[src/rtl/pacc_pkg.sv]
package pacc_pkg;

    localparam int CTRL_W = 5;

    localparam logic [1:0] ADDR_CTRL = 2'd0;
    localparam logic [1:0] ADDR_CNT  = 2'd1;
    localparam logic [1:0] ADDR_FLAG = 2'd2;

    localparam int FLAG_EDGE_BIT = 0;
    localparam int FLAG_OVF_BIT  = 1;

    typedef enum logic {
        MODE_EVENT = 1'b0,
        MODE_GATED = 1'b1
    } acc_mode_e;

    typedef struct packed {
        logic      ie_ovf;
        logic      ie_edge;
        logic      pol;
        acc_mode_e mode;
        logic      en;
    } ctrl_t;

    // Edge of interest for one polarity setting. In both modes it is the same
    // transition: counted edge in event mode, trailing edge in gated mode.
    function automatic logic edge_pick(input logic pol, input logic rise, input logic fall);
        return pol ? rise : fall;
    endfunction

    // Gate is active when the synchronized level differs from the polarity bit.
    function automatic logic gate_level_ok(input logic pol, input logic lvl);
        return lvl ^ pol;
    endfunction

endpackage

[src/rtl/pacc_sync.sv]
module pacc_sync #(
    parameter int STAGES = 2
) (
    input  logic clk,
    input  logic rst,
    input  logic pin,
    output logic lvl,
    output logic rise,
    output logic fall
);
    logic [STAGES:0] sh;

    always_ff @(posedge clk) begin
        if (rst) sh <= '0;
        else     sh <= {sh[STAGES-1:0], pin};
    end

    assign lvl  = sh[STAGES-1];
    assign rise = sh[STAGES-1] & ~sh[STAGES];
    assign fall = ~sh[STAGES-1] & sh[STAGES];
endmodule

[src/rtl/pacc_prescale.sv]
module pacc_prescale #(
    parameter int DIV = 64
) (
    input  logic clk,
    input  logic rst,
    output logic tick
);
    localparam int PW = (DIV > 1) ? $clog2(DIV) : 1;
    localparam logic [PW-1:0] LAST = PW'(DIV - 1);

    logic [PW-1:0] pc;

    assign tick = (pc == LAST);

    always_ff @(posedge clk) begin
        if (rst)       pc <= '0;
        else if (tick) pc <= '0;
        else           pc <= pc + PW'(1);
    end
endmodule

[src/rtl/pacc_counter.sv]
module pacc_counter #(
    parameter int W = 8
) (
    input  logic         clk,
    input  logic         wr,
    input  logic [W-1:0] wdata,
    input  logic         inc,
    output logic [W-1:0] cnt,
    output logic         wrap
);
    // Deliberately no reset: the value is kept across reset.
    always_ff @(posedge clk) begin
        if (wr)       cnt <= wdata;
        else if (inc) cnt <= cnt + W'(1);
    end

    assign wrap = inc && !wr && (&cnt);
endmodule

[src/rtl/pulse_accum.sv]
module pulse_accum
    import pacc_pkg::*;
#(
    parameter int CNT_W       = 8,
    parameter int DIV         = 64,
    parameter int SYNC_STAGES = 2
) (
    input  logic                clk,
    input  logic                rst,
    input  logic                pin_in,
    input  logic                bus_we,
    input  logic [1:0]          bus_addr,
    input  logic [CNT_W-1:0]    bus_wdata,
    output logic [CNT_W-1:0]    cnt_q,
    output logic [CTRL_W-1:0]   ctrl_q,
    output logic                flag_edge,
    output logic                flag_ovf,
    output logic                irq_edge,
    output logic                irq_ovf
);
    ctrl_t ctrl_r;
    logic  lvl, rise, fall, tick;
    logic  wr_ctrl, wr_cnt, wr_flag;
    logic  edge_hit, gate_on, inc, wrap;

    assign wr_ctrl = bus_we && (bus_addr == ADDR_CTRL);
    assign wr_cnt  = bus_we && (bus_addr == ADDR_CNT);
    assign wr_flag = bus_we && (bus_addr == ADDR_FLAG);

    pacc_sync #(.STAGES(SYNC_STAGES)) u_sync (
        .clk(clk), .rst(rst), .pin(pin_in), .lvl(lvl), .rise(rise), .fall(fall)
    );

    pacc_prescale #(.DIV(DIV)) u_pre (
        .clk(clk), .rst(rst), .tick(tick)
    );

    assign edge_hit = ctrl_r.en && edge_pick(ctrl_r.pol, rise, fall);
    assign gate_on  = ctrl_r.en && (ctrl_r.mode == MODE_GATED) && gate_level_ok(ctrl_r.pol, lvl);

    always_comb begin
        if (ctrl_r.mode == MODE_EVENT) inc = edge_hit;
        else                           inc = gate_on && tick;
    end

    pacc_counter #(.W(CNT_W)) u_cnt (
        .clk(clk), .wr(wr_cnt), .wdata(bus_wdata), .inc(inc), .cnt(cnt_q), .wrap(wrap)
    );

    always_ff @(posedge clk) begin
        if (rst) begin
            ctrl_r <= '0;
        end else if (wr_ctrl) begin
            ctrl_r <= ctrl_t'(bus_wdata[CTRL_W-1:0]);
        end
    end

    always_ff @(posedge clk) begin
        if (rst) begin
            flag_edge <= 1'b0;
            flag_ovf  <= 1'b0;
        end else begin
            flag_edge <= (flag_edge && !(wr_flag && bus_wdata[FLAG_EDGE_BIT])) || edge_hit;
            flag_ovf  <= (flag_ovf  && !(wr_flag && bus_wdata[FLAG_OVF_BIT]))  || wrap;
        end
    end

    assign ctrl_q   = ctrl_r;
    assign irq_edge = flag_edge && ctrl_r.ie_edge;
    assign irq_ovf  = flag_ovf  && ctrl_r.ie_ovf;
endmodule

[config.mk]
export PLATFORM = sky130hd
export DESIGN_NAME = pulse_accum
export DESIGN_NICKNAME = d
export VERILOG_FILES = /design/src/rtl/pacc_pkg.sv /design/src/rtl/pacc_sync.sv /design/src/rtl/pacc_prescale.sv /design/src/rtl/pacc_counter.sv /design/src/rtl/pulse_accum.sv
export SDC_FILE = /design/constraint.sdc
export NUM_CORES = 1
export LEC_CHECK = 0
export BUFFER_PORTS_ARGS = -buffer_cell sky130_fd_sc_hd__buf_2
export CORE_UTILIZATION = 45
export DETAILED_ROUTE_END_ITERATION = 12
export PLACE_DENSITY_LB_ADDON = 0.15
export SYNTH_ARGS = -nofsm -noshare
export SYNTH_HDL_FRONTEND = slang
export SYNTH_SLANG_ARGS = --single-unit
[constraint.sdc]
create_clock -name clk -period 1.4 [get_ports clk]
set_input_delay 0.28 -clock clk [delete_from_list [all_inputs] [get_ports clk]]
set_output_delay 0.28 -clock clk [all_outputs]
set_load 0.1 [all_outputs]
# After elaboration in Yosys (flattened, before gate mapping)
# Cells that the tools add are included.
[word_totals]
word_cells = 48
inputBits = 14
regBits = 24
out_inout_bits = 17
[classes]
bitwise = 5
addsub = 2
muxes = 4
eq_ne = 3
n_reduce_logical = 24
[op_table]
columns = ["operator", "n"]
rows = [
  ["8-bit 2-to-1 mux", 2],
  ["1-bit logical AND", 15],
  ["8-bit by 1-bit adder with 8-bit output (second input constant)", 1],
  ["8-bit AND reduction", 1],
  ["6-bit by 1-bit adder with 6-bit output (second input constant)", 1],
  ["6-bit == test (second input constant)", 1],
  ["1-bit zero test", 3],
  ["1-bit bitwise AND", 2],
  ["2-bit by 1-bit == test with 1-bit output (second input constant)", 1],
  ["2-bit == test (second input constant)", 1],
  ["2-bit zero test", 1],
  ["1-bit logical OR", 2],
  ["1-bit 2-to-1 mux", 2],
  ["1-bit NOT", 2],
  ["2-bit nonzero test", 1],
  ["2-bit OR reduction", 1],
  ["1-bit XOR", 1],
]

# Logic depth before layout (Yosys ltp)
[logic_depth]
ltp_word = 8
mapped_depth = 5
ltp_nobuf = 5

# Hierarchy
# Synthesis repeated with hierarchy kept, for this count alone.
[unflattened]
hier_cells = 118
hier_area_um2 = 1172.4
[modules_own_cells]
columns = ["module", "area_each_um2", "cells_per_inst", "seq_area_each_um2", "instances"]
rows = [
  ["pacc_counter", 461.7, 47, 240.2, 1],
  ["pulse_accum", 381.6, 39, 140.1, 1],
  ["pacc_prescale", 237.7, 24, 120.1, 1],
  ["pacc_sync", 91.3, 8, 60.1, 1],
]

# Worst setup path before layout
# Ideal clock, no wire load.
[synth_timing]
path_type = "reg-to-output"
from = "register ctrl_r, in the netlist ctrl_q[3]"
to = "output irq_edge"
required_ns = 1.120
arrival_time_ns = 1.812
path_slack_ns = -0.692
stages_incl_launch_ff = 2
path_buffers = 0
cell_sequence = "dfxtp_1 and2_1"
[synth_via]
elab_chain_cells = 1
[synth_rtl]
columns = ["element", "line_no", "text"]
rows = [
  ["from (decl)", "pulse_accum.sv:21", "ctrl_t ctrl_r;"],
  ["from (signal assigned)", "pulse_accum.sv:54", "ctrl_r <= ctrl_t'(bus_wdata[CTRL_W-1:0]);"],
  ["1-bit logical AND", "pulse_accum.sv:69", "assign irq_edge = flag_edge && ctrl_r.ie_edge;"],
  ["to (decl)", "pulse_accum.sv:18", "output logic irq_edge,"],
]
# No other way between the ends.

# Worst setup path in the final report
[layout_timing]
from = "register u_pre.pc[0]"
to = "register u_cnt.cnt[1], enable pin"
[layout_via]
elab_chain_cells = 4
[layout_rtl]
columns = ["element", "line_no", "text"]
rows = [
  ["from (decl)", "pacc_prescale.sv:11", "logic [PW-1:0] pc;"],
  ["from (signal assigned)", "pacc_prescale.sv:18", "else pc <= pc + PW'(1);"],
  ["6-bit == test", "pacc_prescale.sv:13", "assign tick = (pc == LAST);"],
  ["1-bit logical AND", "pulse_accum.sv:43", "else inc = gate_on && tick;"],
  ["1-bit 2-to-1 mux", "pulse_accum.sv:42", "if (ctrl_r.mode == MODE_EVENT) inc = edge_hit;"],
  ["2-bit nonzero test (no line)", "-", ""],
  ["to (signal assigned)", "pacc_counter.sv:13", "if (wr) cnt <= wdata;"],
  ["to (signal assigned)", "pacc_counter.sv:14", "else if (inc) cnt <= cnt + W'(1);"],
  ["to (decl)", "pacc_counter.sv:8", "output logic [W-1:0] cnt,"],
]
# No other way between the ends.
# A chain may end at the register's enable or synchronous reset.

==> flow_summary_export.csv <==
group,metric,value,unit
status,run_status,"finished with violations",
status,violations,"negative setup slack",
detailed_routing,first_pass_iters,4,
logic_synthesis,yosys.area.top_type_share,28.8,%
logic_synthesis,yosys-top-cells-count,"22 x nor2_1, 16 x dfxtp_1, 9 x a21oi_1, 8 x edfxtp_1, 7 x xnor2_1",
sta,holdWs,0.189,ns
final_layout,n_fill_cell,147,
detailed_routing,wl,2380,µm
sta,rsz0062_at_grt,"yes",
logic_synthesis,synth_area,1110,µm²
sta,drv_slew,0,
place,io_buffers,30,
cts,cts_buffers,3,
cts,cts-root-buf,"clkbuf_4",
logic_synthesis,ys_seq_area_share,50.3,%
place,dp_hpwl,1750,µm
cts,cts_tree,"yes",
logic_synthesis,synth_edf_count,8,
detailed_routing,drcViolationCount,0,
run,maxCapViolCount,0,
cts,ctsHoldBuffers,0,
floorplan,die_area,2680,µm²
logic_synthesis,yosys_warnings,0,
setup_path,crit_chain,"ha_4, and3_4, nand3_4, o22ai_4, a21bo_4",
place,place_inst,176,
logic_synthesis,synthesis.nets,123,
cts,clock_path_buffers,2,
global_routing,grt_pass1_vias,855,
final_layout,nets,173,
floorplan,ioPinCount,31,
detailed_routing,wire_per_inst,12.9,µm
cts,cts_sinks,24,
pwr,peakVddDrop,963,µV
floorplan,fp.coreArea,2280,µm²
sta,fin_skew,0.00334,ns
logic_synthesis,synth_top_area_cell,"dfxtp_1",
setup_path,cp-start-kind,"flip-flop",
sta,finalHoldViolCount,0,
setup_path,cp.required,1.44,ns
setup_path,cp_slowest_cell,"dfxtp_2",
place,gp_routability_congestion,0.735,
global_routing,antenna_found_initial,0,
pwr,powerDensity,874,nW/µm²
setup_path,endpoint_kind,"flip-flop",
setup_path,criticalPathCategory,"reg2reg",
min_path,min_path_type,"in2reg",
logic_synthesis,yosysMostFrequentCell,"nor2_1",
sta,max_freq,712,MHz
cts,path_clk_slew,0.13,ns
final_layout,drive_gt1_share,48.1,%
sta,tightest_slew,0.392,ns
setup_path,path_delay_family,"flip-flops",
detailed_routing,avgViaCountPerCell,4.97,
floorplan,rows,17,
detailed_routing,drtIter0Drc,14,
cts,cts-htree-levels,1,
sta,tns,-0.0140,ns
sta,period_share,100,%
logic_synthesis,synth_area_leaders,"dfxtp_1 29%, edfxtp_1 22%, nor2_1 7.4%",
pwr,p_leak,0.714,nW
final_layout,area_growth,58.0,%
detailed_routing,vias,915,
logic_synthesis,ys_ff_latch,24,
global_routing,grt_overflow,0,
logic_synthesis,avgSynthCellArea,10.4,µm²
floorplan,start_util,48.9,%
global_routing,grt_use_total,19.1,%
sta,fin_crit,1.40,ns
final_layout,diodes,0,
sta,maxSlewHeadroom,73.9,%
setup_path,worstPathArrival,1.44,ns
logic_synthesis,synthArstFlopShare,0,%
setup_path,critPathBufInv,0,
final_layout,finalNonFillerCells,184,
floorplan,die_width,51.7,µm
setup_path,critPathMaxFanout,8,
place,postPlaceCellArea,1570,µm²
sta,setup_viol_count_final,8,
floorplan,fp.dieH,51.7,µm
logic_synthesis,synth_ff_type,"dfxtp_1",
setup_path,slowest_delay,0.38,ns
detailed_routing,ant_nets,0,
cts,clkLatencyLatePin,0.31,ns
global_routing,grt_max_degree,16,
final_layout,fin_area,1760,µm²
logic_synthesis,synth_cell_types,30,
logic_synthesis,syn_inst,107,
final_layout,postLayoutCoreUtil,77.3,%
global_routing,grt_pass1_wl,3660,µm
sta,setup_slack,-0.00439,ns
-- per-stage QoR --
step           setup slack, ns  total power (W)
6_report              -0.00439          0.00154
5_1_grt                -0.0582          0.00159
4_1_cts                -0.0227          0.00153
3_5_place_dp            -0.160          0.00104
3_3_place_gp           -0.0923          0.00103
2_1_floorplan           -0.552         0.000938
-- kinds of logic (layout without fill, tap and decap cells) --
family          after synthesis  after routing  share of synthesized area (%)
compound gates               12             12                           6.29
mux                           6              6                           5.51
xor+xnor                     11             11                           8.65
simple gates                 49             49                           25.6
buf+inv                       3             52                           1.35
flops                        24             24                           50.3
fa+ha+maj                     2              2                           2.25
-- per-layer routing --
| metal | track usage (%) | wire [µm] | vias to the layer above |
|---|---|---|---|
| li1 | - | - | 467 |
| met2 | 34.8 | 1240 | 24 |
| met5 | 0 | 0 | - |
| met1 | 22.6 | 1040 | 420 |
| met4 | 6.76 | 26 | 0 |
| met3 | 2.63 | 74 | 4 |
-- power breakdown --
| group | internal (W) | total [W] | leakage [nW] | switching, W |
|---|---|---|---|---|
| registers | 0.000745 | 0.000768 | 0.207 | 0.0000221 |
| clock network | 0.000289 | 0.000496 | 0.0279 | 0.000207 |
| logic | 0.000112 | 0.000274 | 0.479 | 0.000162 |
-- sequential cells by signal, summed over array words and instances (netlist names) --
| name | count |
|---|---|
| u_sync.sh | 3 |
| flag_ovf | 1 |
| ctrl_q | 5 |
| u_cnt.cnt | 8 |
| u_pre.pc | 6 |
| flag_edge | 1 |
-- path summary, 6_finish.rpt --
check / from / endpoint / slack (ns) / cells after the start
worst max register to register: u_pre.pc[0] / u_cnt.cnt[1] / -0.004 / 5
worst min-delay path: pin_in / u_sync.sh[0] / 0.19 / 2
worst min register to register: u_sync.sh[0] / u_sync.sh[1] / 0.48 / 1
worst max-delay path: u_pre.pc[0] / u_cnt.cnt[1] / -0.004 / 5
-- placed cells by master (no fill, tap or decap), drive strengths merged, types with 2 or more instances in the layout --
| cell type | count |
|---|---|
| nor2b | 3 |
| dfxtp | 16 |
| edfxtp | 8 |
| clkbuf | 6 |
| buf | 44 |
| xor2 | 4 |
| nor3b | 2 |
| nor2 | 22 |
| nand3 | 5 |
| and2 | 2 |
| mux2i | 5 |
| xnor2 | 7 |
| and3 | 2 |
| ha | 2 |
| nand2 | 4 |
| nand2b | 3 |
| a21oi | 9 |
-- repair_timing --
action	CTS	global route
gates resized for setup	12	11
pin swaps	2	3
setup buffers	3	2
setup endpoints to repair	15	16
-- cell type report --
type / instances / area [µm²] / share of cell area (%)
clock buffers: 3 / 22.5 / 1.28
multi-input cells: 80 / 643 / 36.6
well taps: 28 / 35.0 / 1.99
repair buffers: 47 / 453 / 25.7
clock inverters: 1 / 30.0 / 1.71
flip-flops and latches: 24 / 572 / 32.5
inverters: 1 / 3.75 / 0.213
(Power assumes the default switching activity.)
